`config.mk`:
```
export PLATFORM = sky130hd
export DESIGN_NAME = basic_up_timer
export DESIGN_NICKNAME = d
export VERILOG_FILES = /design/src/rtl/tmr_pkg.sv /design/src/rtl/tmr_prescaler.sv /design/src/rtl/tmr_datapath.sv /design/src/rtl/tmr_ctrl.sv /design/src/rtl/basic_up_timer.sv
export SDC_FILE = /design/constraint.sdc
export NUM_CORES = 1
export LEC_CHECK = 0
export BUFFER_PORTS_ARGS = -buffer_cell sky130_fd_sc_hd__clkbuf_2
export CAP_MARGIN = 20
export CORE_ASPECT_RATIO = 0.8
export CORE_UTILIZATION = 45
export DETAILED_ROUTE_END_ITERATION = 7
export PLACE_DENSITY_LB_ADDON = 0.05
export SYNTH_ARGS = -nofsm -noshare
export SYNTH_HDL_FRONTEND = slang
export SYNTH_SLANG_ARGS = --single-unit
```
`constraint.sdc`:
```
create_clock -name clk -period 2.6 [get_ports clk]
set_input_delay 0 -clock clk [delete_from_list [all_inputs] [get_ports clk]]
set_output_delay 0 -clock clk [all_outputs]
set_load 0.01 [all_outputs]
```
`src/rtl/tmr_pkg.sv`:
```
package tmr_pkg;

  // Register slots; byte address = slot * 4.
  typedef enum logic [2:0] {
    REG_CTRL = 3'd0,
    REG_IEN  = 3'd1,
    REG_STAT = 3'd2,
    REG_EGEN = 3'd3,
    REG_CNT  = 3'd4,
    REG_PSC  = 3'd5,
    REG_RLD  = 3'd6
  } regIdx_e;

  // Strobes from control to datapath, valid for one cycle.
  typedef struct packed {
    logic cntWr;       // software write to counter
    logic pscWr;       // software write to prescaler preload
    logic rldWr;       // software write to reload preload
    logic reinit;      // clear counter and prescaler
    logic shadowLoad;  // update event: copy preloads to shadows
  } dpStrobe_t;

endpackage

```
`src/rtl/tmr_prescaler.sv`:
```
module tmr_prescaler #(
  parameter int W = 16
) (
  input  logic         clk,
  input  logic         rstN,
  input  logic         run,
  input  logic         clear,
  input  logic [W-1:0] limit,
  output logic [W-1:0] count,
  output logic         tick
);

  assign tick = run && (count == limit);

  always_ff @(posedge clk or negedge rstN) begin
    if (!rstN) begin
      count <= '0;
    end else if (clear) begin
      count <= '0;
    end else if (run) begin
      count <= tick ? '0 : count + 1'b1;
    end
  end

endmodule

```
`src/rtl/tmr_datapath.sv`:
```
module tmr_datapath
  import tmr_pkg::*;
#(
  parameter int CNT_W = 16
) (
  input  logic             clk,
  input  logic             rstN,
  input  dpStrobe_t        stb,
  input  logic             runEn,
  input  logic             bufRld,
  input  logic [CNT_W-1:0] wrVal,
  output logic [CNT_W-1:0] cnt,
  output logic [CNT_W-1:0] psCnt,
  output logic [CNT_W-1:0] arrPre,
  output logic [CNT_W-1:0] arrShadow,
  output logic [CNT_W-1:0] pscPre,
  output logic [CNT_W-1:0] pscShadow,
  output logic             ovf
);

  logic             tick;
  logic [CNT_W-1:0] reloadNow;

  tmr_prescaler #(.W(CNT_W)) u_psc (
    .clk   (clk),
    .rstN  (rstN),
    .run   (runEn),
    .clear (stb.reinit),
    .limit (pscShadow),
    .count (psCnt),
    .tick  (tick)
  );

  assign reloadNow = bufRld ? arrShadow : arrPre;
  assign ovf       = tick && (cnt == reloadNow);

  always_ff @(posedge clk or negedge rstN) begin
    if (!rstN) begin
      cnt <= '0;
    end else if (stb.reinit) begin
      cnt <= '0;
    end else if (stb.cntWr) begin
      cnt <= wrVal;
    end else if (tick) begin
      cnt <= ovf ? '0 : cnt + 1'b1;
    end
  end

  always_ff @(posedge clk or negedge rstN) begin
    if (!rstN) begin
      arrPre    <= '1;
      arrShadow <= '1;
      pscPre    <= '0;
      pscShadow <= '0;
    end else begin
      if (stb.rldWr) arrPre <= wrVal;
      if (stb.pscWr) pscPre <= wrVal;
      if (stb.shadowLoad) begin
        arrShadow <= arrPre;
        pscShadow <= pscPre;
      end
    end
  end

endmodule

```
`src/rtl/tmr_ctrl.sv`:
```
module tmr_ctrl
  import tmr_pkg::*;
#(
  parameter int ADDR_W = 5,
  parameter int CNT_W  = 16
) (
  input  logic              clk,
  input  logic              rstN,
  input  logic              wrEn,
  input  logic [ADDR_W-1:0] wrAddr,
  input  logic [7:0]        wrLow,
  input  logic [ADDR_W-1:0] rdAddr,
  output logic [31:0]       rdData,
  input  logic              slaveReset,
  input  logic              ovf,
  input  logic [CNT_W-1:0]  cnt,
  input  logic [CNT_W-1:0]  arrPre,
  input  logic [CNT_W-1:0]  pscPre,
  output dpStrobe_t         stb,
  output logic              uev,
  output logic              runQ,
  output logic              oneShotQ,
  output logic              ovfOnlyQ,
  output logic              updOffQ,
  output logic              bufRldQ,
  output logic              flagQ,
  output logic              irq,
  output logic              dma
);

  localparam int IDX_W = ADDR_W - 2;

  function automatic logic regHit(input logic [ADDR_W-1:0] a, input regIdx_e r);
    return (a[1:0] == 2'b00) && (a[ADDR_W-1:2] == IDX_W'(r));
  endfunction

  logic wrCtrl, wrIen, wrStat, swUpdate, reinit, req;
  logic irqEnQ, dmaEnQ;

  assign wrCtrl   = wrEn && regHit(wrAddr, REG_CTRL);
  assign wrIen    = wrEn && regHit(wrAddr, REG_IEN);
  assign wrStat   = wrEn && regHit(wrAddr, REG_STAT);
  assign swUpdate = wrEn && regHit(wrAddr, REG_EGEN) && wrLow[0];
  assign reinit   = swUpdate || slaveReset;
  assign uev      = (ovf || reinit) && !updOffQ;
  assign req      = uev && (ovf || !ovfOnlyQ);

  always_comb begin
    stb            = '0;
    stb.cntWr      = wrEn && regHit(wrAddr, REG_CNT);
    stb.pscWr      = wrEn && regHit(wrAddr, REG_PSC);
    stb.rldWr      = wrEn && regHit(wrAddr, REG_RLD);
    stb.reinit     = reinit;
    stb.shadowLoad = uev;
  end

  always_ff @(posedge clk or negedge rstN) begin
    if (!rstN) begin
      runQ     <= 1'b0;
      updOffQ  <= 1'b0;
      ovfOnlyQ <= 1'b0;
      oneShotQ <= 1'b0;
      bufRldQ  <= 1'b0;
    end else begin
      if (wrCtrl) begin
        runQ     <= wrLow[0];
        updOffQ  <= wrLow[1];
        ovfOnlyQ <= wrLow[2];
        oneShotQ <= wrLow[3];
        bufRldQ  <= wrLow[7];
      end
      if (uev && oneShotQ) runQ <= 1'b0;
    end
  end

  always_ff @(posedge clk or negedge rstN) begin
    if (!rstN) begin
      flagQ  <= 1'b0;
      irqEnQ <= 1'b0;
      dmaEnQ <= 1'b0;
    end else begin
      if (req) flagQ <= 1'b1;
      else if (wrStat && !wrLow[0]) flagQ <= 1'b0;
      if (wrIen) begin
        irqEnQ <= wrLow[0];
        dmaEnQ <= wrLow[1];
      end
    end
  end

  assign irq = flagQ && irqEnQ;
  assign dma = flagQ && dmaEnQ;

  always_comb begin
    rdData = '0;
    if (regHit(rdAddr, REG_CTRL))
      rdData[7:0] = {bufRldQ, 3'b000, oneShotQ, ovfOnlyQ, updOffQ, runQ};
    else if (regHit(rdAddr, REG_IEN))
      rdData[1:0] = {dmaEnQ, irqEnQ};
    else if (regHit(rdAddr, REG_STAT))
      rdData[0] = flagQ;
    else if (regHit(rdAddr, REG_CNT))
      rdData[CNT_W-1:0] = cnt;
    else if (regHit(rdAddr, REG_PSC))
      rdData[CNT_W-1:0] = pscPre;
    else if (regHit(rdAddr, REG_RLD))
      rdData[CNT_W-1:0] = arrPre;
  end

endmodule

```
`src/rtl/basic_up_timer.sv`:
```
module basic_up_timer
  import tmr_pkg::*;
#(
  parameter int CNT_W  = 16,
  parameter int ADDR_W = 5
) (
  input  logic              clk,
  input  logic              rstN,
  input  logic              wrEn,
  input  logic [ADDR_W-1:0] wrAddr,
  input  logic [31:0]       wrData,
  input  logic [ADDR_W-1:0] rdAddr,
  output logic [31:0]       rdData,
  input  logic              slaveReset,
  output logic              irq,
  output logic              dma
);

  dpStrobe_t        stb;
  logic             uev, ovf;
  logic             runQ, oneShotQ, ovfOnlyQ, updOffQ, bufRldQ, flagQ;
  logic [CNT_W-1:0] cnt, psCnt, arrPre, arrShadow, pscPre, pscShadow;
  logic             unusedHi;

  assign unusedHi = ^wrData[31:CNT_W];

  tmr_ctrl #(.ADDR_W(ADDR_W), .CNT_W(CNT_W)) u_ctrl (
    .clk        (clk),
    .rstN       (rstN),
    .wrEn       (wrEn),
    .wrAddr     (wrAddr),
    .wrLow      (wrData[7:0]),
    .rdAddr     (rdAddr),
    .rdData     (rdData),
    .slaveReset (slaveReset),
    .ovf        (ovf),
    .cnt        (cnt),
    .arrPre     (arrPre),
    .pscPre     (pscPre),
    .stb        (stb),
    .uev        (uev),
    .runQ       (runQ),
    .oneShotQ   (oneShotQ),
    .ovfOnlyQ   (ovfOnlyQ),
    .updOffQ    (updOffQ),
    .bufRldQ    (bufRldQ),
    .flagQ      (flagQ),
    .irq        (irq),
    .dma        (dma)
  );

  tmr_datapath #(.CNT_W(CNT_W)) u_dp (
    .clk       (clk),
    .rstN      (rstN),
    .stb       (stb),
    .runEn     (runQ),
    .bufRld    (bufRldQ),
    .wrVal     (wrData[CNT_W-1:0]),
    .cnt       (cnt),
    .psCnt     (psCnt),
    .arrPre    (arrPre),
    .arrShadow (arrShadow),
    .pscPre    (pscPre),
    .pscShadow (pscShadow),
    .ovf       (ovf)
  );

endmodule

```
==> results by group, run 1 <==
Status
  – Status: completed

Synthesis
  – Cell variety after synth: between 50 and 60
  – Post-synthesis adder-cell area fraction: 0.00426
  – Post-Syn Area per Cell: ~11 um^2
  – Seq/Total Area, Yosys: 0.450
  – Synth Area in XOR/XNOR: 0.0671
  – Number of flops mapped to enable cells by yosys: 0
  – Synth warnings: 0
  – Mapped Area: between 0.005 and 0.006 mm^2
  – Post-synthesis simple-gate area fraction: 0.136
  – Synth top area share: 0.307
  – Mux contribution to synthesized area: 0.212
  – Main synth FF type: dfrtp_1
  – FF+latch count, synth: 104
  – Synth Area in Compound Gates: 0.0780
  – Synth top area cells: dfrtp_1 (31%), dfstp_2 (14%), mux2_2 (7.9%)
  – Cells after Synth: 526
  – Largest family of logic cells by synthesized area: multiplexers
  – Share of synthesized registers carrying an async set or reset: 1.00
  – Top cell type by total area after synthesis: dfrtp_1

GRT
  – Initial antenna violation count: 0
  – Grt met2 use: 0.380
  – First-pass GRT wire length: 24.4 mm
  – Met1 Usage GRT: 0.336
  – Met3 Use GR: 0.0504
  – Layer carrying the most global-route usage: met2
  – Vias in the first global route: 4255
  – Largest net degree at the start of global routing: 63
  – Remaining Overflow, GRT: 0
  – Total GRT Usage: 0.241

Clocking
  – CTS tree: yes
  – Clock tree root driver cell: clkbuf_16
  – H-tree depth: 3
  – Worst skew pair latency: 350 ps
  – CTS clk-pin slew, worst paths: 70 ps
  – Clock buffer depth: 2
  – CTS sink cnt: approximately 100
  – Cts bufs inserted: 9

Pwr
  – Tot Pwr: 0.00505 W
  – Worst vdd ir: 330 uV
  – Leakage: 3.05 nW
  – Pwr Density: 722 mW/mm^2

Floorplanning
  – Row count: 36
  – Core area: about 0.012 mm^2
  – Starting Density: 0.472
  – Chip width: 130 um
  – Die area: 0.0135 mm^2
  – Boundary Pins: 80
  – Vert. Die Dim: between 100 and 150 um

Worst setup path
  – Kind of cell adding the most delay to the critical path: simple AND/OR/NAND/NOR gates
  – Critical Path AT: approximately 2800 ps
  – R2r endpoint: u_dp.pscShadow[10]$_DFFE_PN0P_
  – Worst-path fanout max: 9
  – Reg2reg setup slack: 5 ps
  – CP Launch Type: register
  – Crit path largest cell delay: 600 ps
  – Crit. End Element: register
  – Cells on worst reg2reg path: 8
  – Worst setup path end: u_dp.pscShadow[10]$_DFFE_PN0P_
  – CP Cell Sequence: xnor2_2 -> nand4_1 -> nand4b_1 -> or4_4 -> o21a_4 -> nor2_8 -> buf_12 -> mux2_4
  – RR Startpoint: u_dp.u_psc.count[0]$_DFFE_PN0P_
  – Critical-path top delay cell: or4_4
  – WS Path Type: register to register
  – CP Launch Point: u_dp.u_psc.count[0]$_DFFE_PN0P_
  – CP Buf/Inv Count: 1
  – WP data required: 2830 ps
  – Stages on the worst setup path: 8

Timing
  – Worst Slack Setup Final: 5.09 ps
  – Fin. Hold Viols: 0
  – Final setup vio count: 0
  – Slew Limit Fails: 0
  – Crit path time final: 2590 ps
  – Rel. slew slack: 0.430
  – Fmax: between 0.3 and 0.4 GHz
  – Clk_skew: about 7.7 ps
  – Period utilisation layout: 0.998
  – RSZ-0062 raised after global routing: yes
  – Worst Tran Pin Value: 852 ps

Placed design
  – Dpl hpwl: 11.2 mm
  – # port buffers: 47
  – Routability Congestion: 0.846
  – Place WS: -9.39 ps

Detailed routing
  – DRC Markers: 0
  – WL per Instance: 20.2 um
  – Initial DRC count: 314
  – Total wire length after detailed routing: ~16 mm
  – Vias: between 4000 and 5000
  – First-pass iteration count of the detailed router: 4
  – Routed Antenna Nets: 0
  – Vias per cell: 5.56

Cells and area
  – Area Overhead vs Synth: 19.2%
  – Leading cell type in the layout, fill and taps excluded: dfrtp_1
  – Area of the multi-input gates: 0.00306 mm^2
  – Layout Utilization: 0.563
  – Nets: 657
  – FF/Latch Area: 0.00265 mm^2
  – Commonest non-fill, non-tap cells in the layout: dfrtp_1 (70), clkbuf_2 (46), nand2_1 (44)
  – Fillcell total: around 1100
  – Share of cells above drive strength 1: 0.357
  – Ant diodes: 0

Job
  – Max Cap Viol: 0

Hold path
  – Hold_sp: wrData[3]
  – Hold Crit Class: input port to register
flip-flops by register name (all words and copies together) (netlist names):
| signal | count |
|---|---|
| u_ctrl.updOffQ | 1 |
| u_dp.arrShadow | 16 |
| u_ctrl.flagQ | 1 |
| u_ctrl.runQ | 1 |
| u_dp.arrPre | 16 |
| u_dp.u_psc.count | 16 |
| u_ctrl.ovfOnlyQ | 1 |
| u_ctrl.oneShotQ | 1 |
| u_ctrl.irqEnQ | 1 |
| u_ctrl.bufRldQ | 1 |
| u_ctrl.dmaEnQ | 1 |
| u_dp.pscShadow | 16 |
| u_dp.pscPre | 16 |
| u_dp.cnt | 16 |
synth_stat cells, types with 3 or more instances:
master	instances
a21oi_1	12
a221o_1	4
a221oi_1	3
a22oi_1	9
and2_1	6
and3_1	6
buf_12	3
buf_2	3
buf_4	16
clkbuf_1	15
dfrtp_1	72
dfstp_2	32
inv_1	6
mux2_2	41
mux2_4	29
mux2i_1	35
nand2_1	44
nand3_1	23
nand3b_1	4
nand4_1	8
nor2_1	29
nor3_1	8
nor3b_1	3
nor4_1	6
o21ai_0	21
or3_1	4
or4_1	3
xnor2_1	32
xor2_1	13
through the flow:
stage	cells	hold WS [ps]	setup TNS, ps	instance area, um^2
floorplan	541	-296	0	5930
global placement	748	10.9	0	6390
detailed placement	748	7.59	-17.2	6390
CTS	778	3.04	0	6850
global route	785	3.88	-1950	7000
finish	785	4.78	0	7000
area by class of cell:
class	count	area share
clock buffer	12	0.0366
clock inverter	4	0.00751
inverter	6	0.00322
multi-input combinational	391	0.438
sequential	104	0.378
tap	171	0.0306
timing repair buffer	97	0.107
worst reg2reg max path, stage by stage, from the launching register on:
cell,delay (ps)
dfrtp_1,410
xnor2_2,220
nand4_1,90
nand4b_1,220
or4_4,600
o21a_4,260
nor2_8,200
buf_12,170
mux2_4,300
timing repair:
action | in CTS | in global routing
gates resized for setup | 2 | 15
pin swaps | 0 | 10
cloned | 0 | 2
endpoints found under the setup margin | 9 | 41
buffers inserted | 0 | 5
hold buffers | 14 | 0
endpoints found under the hold margin | 73 | 0
routing by layer:
| layer | wire length, um | vias to the layer above |
|---|---|---|
| li1 | - | 2026 |
| met1 | 7350 | 2224 |
| met2 | 7570 | 101 |
| met3 | 729 | 15 |
| met4 | 176 | 0 |
| met5 | 0 | - |
report_power, final:
| part | switching [W] | leakage, nW | total [W] | internal, W |
|---|---|---|---|---|
| logic | 0.000569 | 1.61 | 0.00133 | 0.000759 |
| registers | 0.000299 | 1.28 | 0.00232 | 0.00202 |
| clock network | 0.000605 | 0.153 | 0.00141 | 0.000804 |
| total | 0.00147 | 3.05 | 0.00505 | 0.00358 |
how the worst min path moves through the flow:
stage	slack (ps)	end	cells past startpoint
2_1_floorplan	-300	u_ctrl.bufRldQ$_DFFE_PN0P_	0
3_5_place_dp	8	u_dp.pscPre[0]$_DFFE_PN0P_	1
6_report	5	u_dp.arrPre[3]$_DFFE_PN1P_	2
5_1_grt	4	u_dp.arrPre[3]$_DFFE_PN1P_	2
4_1_cts	3	u_dp.arrPre[3]$_DFFE_PN1P_	2
3_3_place_gp	10	u_dp.pscPre[0]$_DFFE_PN0P_	1
logic make-up after synthesis:
| logic type | count (synthesis) |
|---|---|
| mux | 105 |
| xor+xnor | 45 |
| simple gates | 155 |
| other cells | 1 |
| compound gates | 68 |
| fa+ha+maj | 2 |
| flops | 104 |
| buf+inv | 46 |
No activity file was read; power rests on OpenSTA's default activity.
==> inputs of run 2 (changes only) <==
Settings changed: CTS_BUF_LIST set to sky130_fd_sc_hd__clkbuf_4, CTS_CLUSTER_DIAMETER set to 30.
==> results by group, run 2 (synthesis gave the netlist of run 1 again) <==
Status
  – Status: completed

Clocking
  – Clock buffer depth: 2
  – CTS clk-pin slew, worst paths: 160 ps
  – Cts bufs inserted: 9
  – CTS tree: yes
  – CTS sink cnt: 104
  – H-tree depth: 3
  – Clock tree root driver cell: clkbuf_4
  – Worst skew pair latency: roughly 460 ps

Worst setup path
  – Critical-path top delay cell: or4_4
  – Cells on worst reg2reg path: 8
  – Crit path largest cell delay: 580 ps
  – WS Path Type: register to register
  – Worst-path fanout max: 9
  – Critical Path AT: between 2000 and 3000 ps
  – CP Launch Type: register
  – CP Cell Sequence: xnor2_2 -> nand4_1 -> nand4b_1 -> or4_4 -> o21a_4 -> nor2_8 -> buf_12 -> mux2_4
  – WP data required: 2940 ps
  – Crit. End Element: register

Timing
  – Period utilisation layout: 0.990
  – Setup TNS: 0 ps
  – Fin. Hold Viols: 0
  – Worst Tran Pin Value: 835 ps
  – Clk_skew: around 19 ps
  – Final setup vio count: 0
  – Crit path time final: 2580 ps
  – RSZ-0062 raised after global routing: yes
  – Fmax: 0.388 GHz
  – Rel. slew slack: 0.442
  – Slew Limit Fails: 0

Placed design
  – Dpl hpwl: 11.2 mm
  – Area of placed instances: 0.00639 mm^2
  – Routability Congestion: 0.846
  – # placed instances: 748
  – # port buffers: 47

Cells and area
  – Commonest non-fill, non-tap cells in the layout: dfrtp_1 (71), clkbuf_2 (46), nand2_1 (44)
  – Nets: 665
  – Post-Layout Inst Area: 0.00690 mm^2
  – Share of cells above drive strength 1: 0.342
  – Leading cell type in the layout, fill and taps excluded: dfrtp_1
  – Non-Filler Instances: 793
  – Area Overhead vs Synth: 17.5%
  – Ant diodes: 0

Floorplanning
  – Die area: 0.0135 mm^2
  – Starting Density: 0.472
  – Boundary Pins: 80
  – Core area: 0.0124 mm^2
  – Row count: 36
  – Chip width: 130 um
  – Vert. Die Dim: 104 um

Detailed routing
  – WL per Instance: 20.0 um
  – DRC Markers: 0
  – First-pass iteration count of the detailed router: 4
  – Total wire length after detailed routing: 15.9 mm
  – Vias: 4389
  – Initial DRC count: 226
  – Vias per cell: 5.53
  – Routed Antenna Nets: 0

Hold path
  – Hold Crit Class: input port to asynchronous set/reset pin

GRT
  – Grt met2 use: 0.383
  – Remaining Overflow, GRT: 0
  – Largest net degree at the start of global routing: 63
  – Layer carrying the most global-route usage: met2
  – Vias in the first global route: 4305
  – Total GRT Usage: 0.243
  – Initial antenna violation count: 0
  – First-pass GRT wire length: 24.6 mm
  – Met1 Usage GRT: 0.338
  – Met3 Use GR: 0.0525

Job
  – Max Cap Viol: 0

Pwr
  – Worst vdd ir: 302 uV
  – Pwr Density: 648 mW/mm^2
  – Leakage: 3.00 nW
-- run 2: repair_timing --
| item | in CTS | in global routing |
|---|---|---|
| setup endpoints to repair | 26 | 43 |
| gates resized for setup | 2 | 12 |
| pin swaps | 0 | 3 |
| hold buffers | 24 | 0 |
| endpoints found under the hold margin | 146 | 0 |
| cloned | 0 | 2 |
| buffers inserted | 0 | 3 |
-- run 2: area by class of cell --
type / instances / area (um^2)
Tap cell: 171 / 214
Fill cell: 1135 / 5530
Sequential cell: 104 / 2640
Inverter: 6 / 22.5
Multi-Input combinational cell: 391 / 3050
Timing Repair Buffer: 105 / 831
Clock buffer: 10 / 75.1
Clock inverter: 6 / 60.1
-- run 2: final timing paths --
path	from	to	slack [ps]
min	rstN	u_dp.pscPre[0]$_DFFE_PN0P_	30
max	u_dp.pscShadow[0]$_DFFE_PN0P_	u_dp.pscShadow[11]$_DFFE_PN0P_	20
min reg2reg	u_ctrl.oneShotQ$_DFFE_PN0P_	u_ctrl.runQ$_DFFE_PN0P_	520
max reg2reg	u_dp.pscShadow[0]$_DFFE_PN0P_	u_dp.pscShadow[11]$_DFFE_PN0P_	20
max in group asynchronous	rstN	u_dp.arrPre[14]$_DFFE_PN1P_	1810
min in group clk	wrData[14]	u_dp.cnt[14]$_DFFE_PN0P_	380
-- run 2: worst max-delay path: cells and delay by family (launching register included) --
kind	cells	cell delay, ps
mux	1	290
simple gates	4	1080
buf+inv	1	170
xor+xnor	1	210
compound gates	1	240
flops	1	450
-- run 2: routing by layer --
layer	vias up	routed length (um)
met4	0	172
met3	14	721
li1	2045	-
met5	-	0
met1	2238	7330
met2	92	7660
-- run 2: metrics by stage --
step                 util  worst slack, ps  hold WS (ps)  power (W)
finish              0.555             24.9          31.0    0.00447
global route        0.555            -72.0          45.6    0.00471
CTS                 0.545             19.8          33.6    0.00440
detailed placement  0.514            -9.39          7.59    0.00351
global placement    0.514             22.0          10.9    0.00348
floorplan               -              167          -296    0.00313
-- run 2: power by group --
group          internal (W)  switching (W)  total [W]  leakage (nW)
clock              0.000303       0.000534   0.000837        0.0758
combinational      0.000760       0.000561    0.00132          1.64
sequential          0.00201       0.000296    0.00231          1.29
total               0.00308        0.00139    0.00447          3.00
